[src/rtl/fbuf_pkg.sv]
// Shared types for the frame buffer handshake controller.
package fbuf_pkg;

    // Buffer ownership: producer filling, or frame held for the host.
    typedef enum logic {
        ST_FILL  = 1'b0,
        ST_READY = 1'b1
    } fb_state_e;

endpackage

[src/rtl/fbuf_word_counter.sv]
// Linear word position counter.
// Counts accepted producer writes from 0; flags the last word of a frame.
// Assumes the controller never increments past FRAME_WORDS; clear wins.
module fbuf_word_counter #(
    parameter int FRAME_WORDS = 76800,
    parameter int CW          = 17
) (
    input  logic          clk,
    input  logic          rst_n,
    input  logic          inc_i,
    input  logic          clr_i,
    output logic [CW-1:0] count_o,
    output logic          last_o
);

    localparam logic [CW-1:0] LAST_POS = CW'(FRAME_WORDS - 1);

    logic [CW-1:0] count_q;

    // Advance on each accepted word, rewind on frame release.
    always_ff @(posedge clk) begin
        if (!rst_n) begin
            count_q <= '0;
        end else if (clr_i) begin
            count_q <= '0;
        end else if (inc_i) begin
            count_q <= count_q + CW'(1);
        end
    end

    // Current word closes the frame.
    always_comb begin
        last_o = (count_q == LAST_POS);
    end

    assign count_o = count_q;

endmodule

[src/rtl/fbuf_bank_decode.sv]
// Bank decode for the frame buffer.
// Splits a linear word position into a one-hot bank strobe and an
// in-bank address. Assumes banks are 2**AW words deep, so the bank index
// is the position bits above AW.
module fbuf_bank_decode #(
    parameter int CW     = 17,
    parameter int AW     = 15,
    parameter int NB     = 3,
    parameter int DATA_W = 16
) (
    input  logic [CW-1:0]     pos_i,
    input  logic              accept_i,
    input  logic [DATA_W-1:0] data_i,
    output logic [NB-1:0]     we_o,
    output logic [AW-1:0]     addr_o,
    output logic [DATA_W-1:0] data_o
);

    localparam int IW = CW - AW;

    logic [IW-1:0] bank_idx;

    assign bank_idx = pos_i[CW-1:AW];
    assign addr_o   = pos_i[AW-1:0];
    assign data_o   = data_i;

    // One comparator per bank drives that bank's strobe.
    for (genvar b = 0; b < NB; b++) begin : g_bank
        assign we_o[b] = accept_i && (bank_idx == IW'(b));
    end

endmodule

[src/rtl/fbuf_ctrl_fsm.sv]
// Ownership state machine for the frame buffer.
// FILL accepts producer words; the last word moves to READY, which holds
// the interrupt and refuses writes until the host acknowledges. Refused
// writes set a sticky overrun flag; set has priority over clear.
module fbuf_ctrl_fsm
    import fbuf_pkg::*;
(
    input  logic clk,
    input  logic rst_n,
    input  logic wr_valid_i,
    input  logic last_i,
    input  logic host_ack_i,
    input  logic overrun_clr_i,
    output logic accept_o,
    output logic cnt_clr_o,
    output logic host_irq_o,
    output logic wr_ready_o,
    output logic overrun_o
);

    fb_state_e state_q, state_d;
    logic      overrun_q;
    logic      refused;

    // Decode acceptance, refusal and release from the current state.
    always_comb begin
        accept_o  = (state_q == ST_FILL) && wr_valid_i;
        refused   = (state_q == ST_READY) && wr_valid_i;
        cnt_clr_o = (state_q == ST_READY) && host_ack_i;
    end

    // Next-state selection.
    always_comb begin
        state_d = state_q;
        unique case (state_q)
            ST_FILL:  if (accept_o && last_i) state_d = ST_READY;
            ST_READY: if (host_ack_i)         state_d = ST_FILL;
            default:                          state_d = ST_FILL;
        endcase
    end

    // State register.
    always_ff @(posedge clk) begin
        if (!rst_n) begin
            state_q <= ST_FILL;
        end else begin
            state_q <= state_d;
        end
    end

    // Sticky overrun flag, set beats clear.
    always_ff @(posedge clk) begin
        if (!rst_n) begin
            overrun_q <= 1'b0;
        end else if (refused) begin
            overrun_q <= 1'b1;
        end else if (overrun_clr_i) begin
            overrun_q <= 1'b0;
        end
    end

    assign host_irq_o = (state_q == ST_READY);
    assign wr_ready_o = (state_q == ST_FILL);
    assign overrun_o  = overrun_q;

endmodule

[src/rtl/fbuf_handshake.sv]
// Frame buffer fill and host release controller (top).
// Numbers producer words, spreads them over NUM_BANKS banks of 2**BANK_AW
// words, and runs the fill/ready/acknowledge protocol toward the host.
// Assumes FRAME_WORDS <= NUM_BANKS * 2**BANK_AW.
module fbuf_handshake #(
    parameter int DATA_W      = 16,
    parameter int BANK_AW     = 15,
    parameter int NUM_BANKS   = 3,
    parameter int FRAME_WORDS = 76800
) (
    input  logic                 clk,
    input  logic                 rst_n,
    input  logic                 wr_valid_i,
    input  logic [DATA_W-1:0]    wr_data_i,
    input  logic                 host_ack_i,
    input  logic                 overrun_clr_i,
    output logic                 wr_ready_o,
    output logic [NUM_BANKS-1:0] mem_we_o,
    output logic [BANK_AW-1:0]   mem_addr_o,
    output logic [DATA_W-1:0]    mem_data_o,
    output logic                 host_irq_o,
    output logic                 overrun_o
);

    localparam int CW = $clog2(FRAME_WORDS + 1);

    logic [CW-1:0] pos;
    logic          last_word;
    logic          accept;
    logic          cnt_clr;

    fbuf_ctrl_fsm u_fsm (
        .clk           (clk),
        .rst_n         (rst_n),
        .wr_valid_i    (wr_valid_i),
        .last_i        (last_word),
        .host_ack_i    (host_ack_i),
        .overrun_clr_i (overrun_clr_i),
        .accept_o      (accept),
        .cnt_clr_o     (cnt_clr),
        .host_irq_o    (host_irq_o),
        .wr_ready_o    (wr_ready_o),
        .overrun_o     (overrun_o)
    );

    fbuf_word_counter #(
        .FRAME_WORDS (FRAME_WORDS),
        .CW          (CW)
    ) u_cnt (
        .clk     (clk),
        .rst_n   (rst_n),
        .inc_i   (accept),
        .clr_i   (cnt_clr),
        .count_o (pos),
        .last_o  (last_word)
    );

    fbuf_bank_decode #(
        .CW     (CW),
        .AW     (BANK_AW),
        .NB     (NUM_BANKS),
        .DATA_W (DATA_W)
    ) u_dec (
        .pos_i    (pos),
        .accept_i (accept),
        .data_i   (wr_data_i),
        .we_o     (mem_we_o),
        .addr_o   (mem_addr_o),
        .data_o   (mem_data_o)
    );

endmodule

[config.mk]
export PLATFORM = sky130hd
export DESIGN_NAME = fbuf_handshake
export DESIGN_NICKNAME = d
export VERILOG_FILES = /design/src/rtl/fbuf_pkg.sv /design/src/rtl/fbuf_word_counter.sv /design/src/rtl/fbuf_bank_decode.sv /design/src/rtl/fbuf_ctrl_fsm.sv /design/src/rtl/fbuf_handshake.sv
export SDC_FILE = /design/constraint.sdc
export NUM_CORES = 1
export LEC_CHECK = 0
export BUFFER_PORTS_ARGS = -buffer_cell sky130_fd_sc_hd__buf_2
export CAP_MARGIN = 20
export CORE_ASPECT_RATIO = 1.25
export CORE_MARGIN = 2
export CORE_UTILIZATION = 46
export CTS_BUF_LIST = sky130_fd_sc_hd__clkbuf_8 sky130_fd_sc_hd__clkbuf_16
export DETAILED_ROUTE_END_ITERATION = 8
export PLACE_DENSITY_LB_ADDON = 0.1
export SLEW_MARGIN = 10
export SYNTH_ARGS = -nofsm -noshare
export SYNTH_HDL_FRONTEND = slang
export SYNTH_HIERARCHICAL = 1
export SYNTH_SLANG_ARGS = --single-unit
export TNS_END_PERCENT = 30
[constraint.sdc]
create_clock -name clk -period 1.73 [get_ports clk]
set_input_delay 0.346 -clock clk [delete_from_list [all_inputs] [get_ports clk]]
set_output_delay 0.346 -clock clk [all_outputs]
set_load 0.02 [all_outputs]
======== Yosys cells after proc, flatten, opt, wreduce, memory -nomap -nowiden ========
Cells that the tools add are included.
word-level totals
  memories kept ........................... 0
  latch bits .............................. 0
  output and inout port bits .............. 37
  logic and storage cells ................. 24
  flip-flop bits (word level) ............. 19
  memory bits (writable) .................. 0
  ROM bits ................................ 0
operators by class
  bitwise operators ....................... 2
  $add $sub $neg .......................... 1
  div/mod/pow operators ................... 0
  muxes and demuxes ....................... 5
  magnitude comparators ................... 0
  $mul .................................... 0
  shift-type cells ........................ 0
  reduce and logical (&&, ||, !) cells .... 10
  equal/unequal tests ..................... 3
operator list
  kind                                                              number
  17-bit by 1-bit adder with 17-bit output (second input constant)  1
  17-bit == test (second input constant)                            1
  1-bit logical AND                                                 7
  1-bit two-way mux                                                 4
  2-bit by 1-bit == test with 1-bit output (second input constant)  1
  2-bit == test (second input constant)                             1
  2-bit zero test                                                   1
  1-bit NOT                                                         2
  1-bit one-hot mux with 2 select lines                             1
  2-bit nonzero test                                                1
  2-bit OR reduction                                                1

======== Logic depth before layout (Yosys ltp) ========
  depth after elaboration ................. 5
  mapped depth ............................ 6
  gate-level depth less buffers ........... 5

======== By module ========
Netlist, hierarchy kept.
by module, submodules not included
  module             times used  seq. area each (um2)  cells each  area each (um2)
  fbuf_word_counter  1           340.3                 96          849.6
  fbuf_bank_decode   1           0.0                   34          262.8
  fbuf_ctrl_fsm      1           40.0                  10          92.6

======== Least setup slack after synthesis ========
OpenSTA, ideal clock, no wires.
  path type ............................... register to register
  start ................................... register u_fsm.state_q (netlist: u_fsm/host_irq_o)
  end ..................................... register u_cnt.count_q[13] (netlist: u_cnt/count_o[13])
  cell stages (with the launch flop) ...... 7
  library setup time ...................... 0.128 ns
  period minus slack after synthesis ...... 1.573 ns
  required time ........................... 1.602 ns
  arrival time ............................ 1.445 ns
  path slack .............................. 0.157 ns
  cells stage by stage .................... dfxtp_1 nor2b_1 clkbuf_8 nand4_2 nor4_2 xnor2_1 nor2_1
between the ends
  word-level cells in the longest chain between the ends .. 2
  elaborated cells on any way between the ends .. 4
ends and longest elaborated chain
  element                   RTL line                 source
  start: declaration        fbuf_ctrl_fsm.sv:21      fb_state_e state_q, state_d;
  start signal: assignment  fbuf_ctrl_fsm.sv:47      state_q <= state_d;
  1-bit NOT                 fbuf_ctrl_fsm.sv:27      accept_o = (state_q == ST_FILL) && wr_valid_i;
  1-bit logical AND         fbuf_ctrl_fsm.sv:27
  net accept                fbuf_handshake.sv:29     logic accept;
  end signal: assignment    fbuf_word_counter.sv:27  count_q <= count_q + CW'(1);
  end: declaration          fbuf_word_counter.sv:18  logic [CW-1:0] count_q;
The timed path passes the listed nets, and every way through them passes these cells.
A chain may end at the register's enable or synchronous reset.

======== Final worst setup path ========
  start ................................... register u_fsm.state_q (netlist: u_fsm/host_irq_o)
  end ..................................... output mem_we_o[0]
between the ends
  word-level cells in the longest chain between the ends .. 3
ends and longest elaborated chain
  element            RTL line                source
  1-bit NOT          fbuf_ctrl_fsm.sv:27
  1-bit logical AND  fbuf_ctrl_fsm.sv:27
  net accept         fbuf_handshake.sv:29
  1-bit logical AND  fbuf_bank_decode.sv:29  assign we_o[b] = accept_i && (bank_idx == IW'(b));
  end: declaration   fbuf_handshake.sv:18    output logic [NUM_BANKS-1:0] mem_we_o,
The timed path passes the listed nets, and every way through them passes these cells.

==> results.sh <==
export IMPL_comb_power_share=0.062
export IMPL_synth_seq_area_share=0.316
export IMPL_cts_resized=0
export IMPL_rr_worst_depth=6
export IMPL_final_cell_mix="buf_2, dfxtp_1, nor2_1, nand2_1, xnor2_1"
export IMPL_hpwlAfterDp_um=1580
export IMPL_final_setup_skew_ns=0.00132
export IMPL_final_nets=162
export IMPL_numPortBuffers=25
export IMPL_total_power_mw=0.806
export IMPL_dieWidth_um=49.8
export IMPL_fillers=281
export IMPL_vias=856
export IMPL_die_area_um2=3050
export IMPL_io_pins=58
export IMPL_worst_path_max_fanout=11
export IMPL_worst_pin_slew_ns=0.479
export IMPL_worstSetupEndpointType="primary output"
export IMPL_drv_cap=0
export IMPL_setup_tns_ns=0
export IMPL_rsz0062_at_grt="no"
export IMPL_p_leak_nw=0.523
export IMPL_synth_area_top_cells="dfxtp_1, buf_4, xnor2_1, nor2_1, nor4_2"
export IMPL_power_share_sequential=0.558
export IMPL_hold_depth=3
export IMPL_postSynthAreaPerCell_um2=8.61
export IMPL_crit_family="buffers and inverters"
export IMPL_ys_seq_elements=19
export IMPL_p_sw_frac=0.228
export IMPL_slowest_delay_ns=0.35
export IMPL_grt_overflow_total=0
export IMPL_antenna_found_initial=0
export IMPL_yosys_area_top_type="dfxtp_1"
export IMPL_path_depth=4
export IMPL_synth_top_area_frac=0.316
export IMPL_postRouteAntennaNets=0
export IMPL_drtIter0Drc=15
export IMPL_met3_length_um=124
export IMPL_tritoncts="built"
export IMPL_yosysWarnings=6
export IMPL_outcome="finished clean"
export IMPL_drt_wl_total_um=2110
export IMPL_met1Wirelength_um=941
export IMPL_relSlewSlack=0.681
export IMPL_fin_crit_sh=0.924
export IMPL_diodes=0
export IMPL_p_per_area_nw_per_um2=677
export IMPL_wl_per_cell_um=12.3
export IMPL_hold_buffers=0
export IMPL_numClockSinks=19
export IMPL_grt_use_total=0.151
export IMPL_period_minus_slack_ns=1.60
export IMPL_cts_buffers=3
export IMPL_p_int_mw=0.622
export IMPL_crit_chain="nor2b_1 > buf_4 > nor3b_2 > buf_2"
export IMPL_synth_nets=162
export IMPL_grt_pass1_wl_um=3600
export IMPL_netlist_area_um2=1200
export IMPL_drc=0
export IMPL_dr_pass1_iters=4
export IMPL_finalSetupViolCount=0
export IMPL_cp_data_required_time_ns=1.38
export IMPL_top_layer_used="met4"
export IMPL_finalHoldViolCount=0
export IMPL_num_rows=20
export IMPL_final_common_cell="buf_2"
export IMPL_critPathArrivalTime_ns=1.25
export IMPL_cts_root_buf="clkbuf_8"
export IMPL_wl_met2_um=1030
export IMPL_grt_max_degree=13
export IMPL_cts_max_path_buffers=2
export IMPL_critPathBufInv=2
export IMPL_die_h_um=61.2
export IMPL_crit_path_top_delay_cell="dfxtp_1"
export IMPL_power_frac_clock=0.381
export IMPL_hold_ws_ns=0.340
export IMPL_fmax_mhz=625
export IMPL_drive_above_1_share=0.317
export IMPL_initial_core_util=0.491
export IMPL_path_clk_slew_ns=0.07
export IMPL_vdd_drop_max_uv=397
export IMPL_area_growth_pct=-1.25
export IMPL_hold_path_class="primary input to register"
export IMPL_cts_setup_buffers=0
export IMPL_coreArea_um2=2450
export IMPL_syn_inst=140
export IMPL_synth_distinct_cells=33
export IMPL_critPathKind="register to primary output"
export IMPL_slew_violations=0
export IMPL_h_tree_depth=1
export IMPL_clock_latency_ns=0.25
export IMPL_p_sw_mw=0.184
export IMPL_via_per_inst=4.98
export IMPL_cp_start_kind="register"
export IMPL_first_global_vias=792
export IMPL_gp_congestion=0.731
-- area by class of cell --
| cell class | instances | area, um^2 | area share |
|---|---|---|---|
| multi-input combinational | 80 | 537 | 0.451 |
| sequential | 19 | 380 | 0.320 |
| timing repair buffer | 30 | 163 | 0.137 |
| clock buffer | 3 | 41.3 | 0.0347 |
| tap | 33 | 41.3 | 0.0347 |
| inverter | 6 | 22.5 | 0.0189 |
| clock inverter | 1 | 5.00 | 0.00421 |
-- layer usage --
layer	global-route usage	vias to the layer above
met5	0	-
met4	0.0476	0
met3	0.0340	2
met2	0.255	31
met1	0.195	395
li1	-	428
-- power by group through the flow --
stage / sequential (mW) / clock [mW] / combinational [mW]
after floorplan: 0.458 / 0 / 0.0950
after global placement: 0.459 / 0 / 0.0496
after detailed placement: 0.459 / 0 / 0.0501
after CTS: 0.449 / 0.319 / 0.0502
after global routing: 0.450 / 0.332 / 0.0552
final: 0.449 / 0.307 / 0.0497
-- synthesized netlist by cell type, drive strengths merged --
| cell type | number |
|---|---|
| buf | 32 |
| dfxtp | 19 |
| nor2 | 17 |
| nand2 | 9 |
| xnor2 | 8 |
| inv | 6 |
| nor3 | 6 |
| nand4 | 5 |
| nand3 | 4 |
| nor4 | 4 |
| xor2 | 4 |
| and3b | 3 |
| clkbuf | 3 |
| a21oi | 2 |
| and3 | 2 |
| nand2b | 2 |
| nor3b | 2 |
| o21ai | 2 |
| or3 | 2 |
| a211o | 1 |
| a21boi | 1 |
| a31o | 1 |
| and2 | 1 |
| ha | 1 |
| mux2 | 1 |
| mux2i | 1 |
| nor2b | 1 |
-- tightest hold or removal path, cell delays in order --
cell	delay (ns)
buf_2	0.10
nand2_1	0.05
a21boi_1	0.05
-- final timing paths --
kind | startpoint | end | slack (ns)
setup / recovery | u_fsm/host_irq_o | mem_we_o[0] | 0.13
hold / removal | wr_valid_i | u_fsm/overrun_o | 0.34
setup reg to reg | u_fsm/host_irq_o | u_cnt/count_o[13] | 0.20
hold reg to reg | u_fsm/overrun_o | u_fsm/overrun_o | 0.47
-- through the flow --
| step | instance area [um^2] | instances | worst slack [ns] | util |
|---|---|---|---|---|
| 2_1_floorplan | 1200 | 140 | 0.157 | - |
| 5_1_grt | 1190 | 172 | 0.0544 | 0.485 |
| 6_report | 1190 | 172 | 0.131 | 0.485 |
| 3_5_place_dp | 1140 | 168 | 0.140 | 0.466 |
| 3_3_place_gp | 1140 | 168 | 0.142 | 0.466 |
| 4_1_cts | 1190 | 172 | 0.120 | 0.485 |
-- cells by family after synthesis --
kind of cell             share of synthesized area
adder cells (fa/ha/maj)                     0.0104
XOR/XNOR                                    0.0872
AND/OR/NAND/NOR                              0.293
buffers and inverters                        0.239
AO/OA/AOI/OAI                               0.0374
multiplexers                                0.0177
flip-flops                                   0.316
-- flip-flops by register name (all words and copies together), names as in the netlist --
signal	count
u_cnt/count_o	17
u_fsm/overrun_o	1
u_fsm/host_irq_o	1
Note: power is estimated with default switching activity, not from simulation.
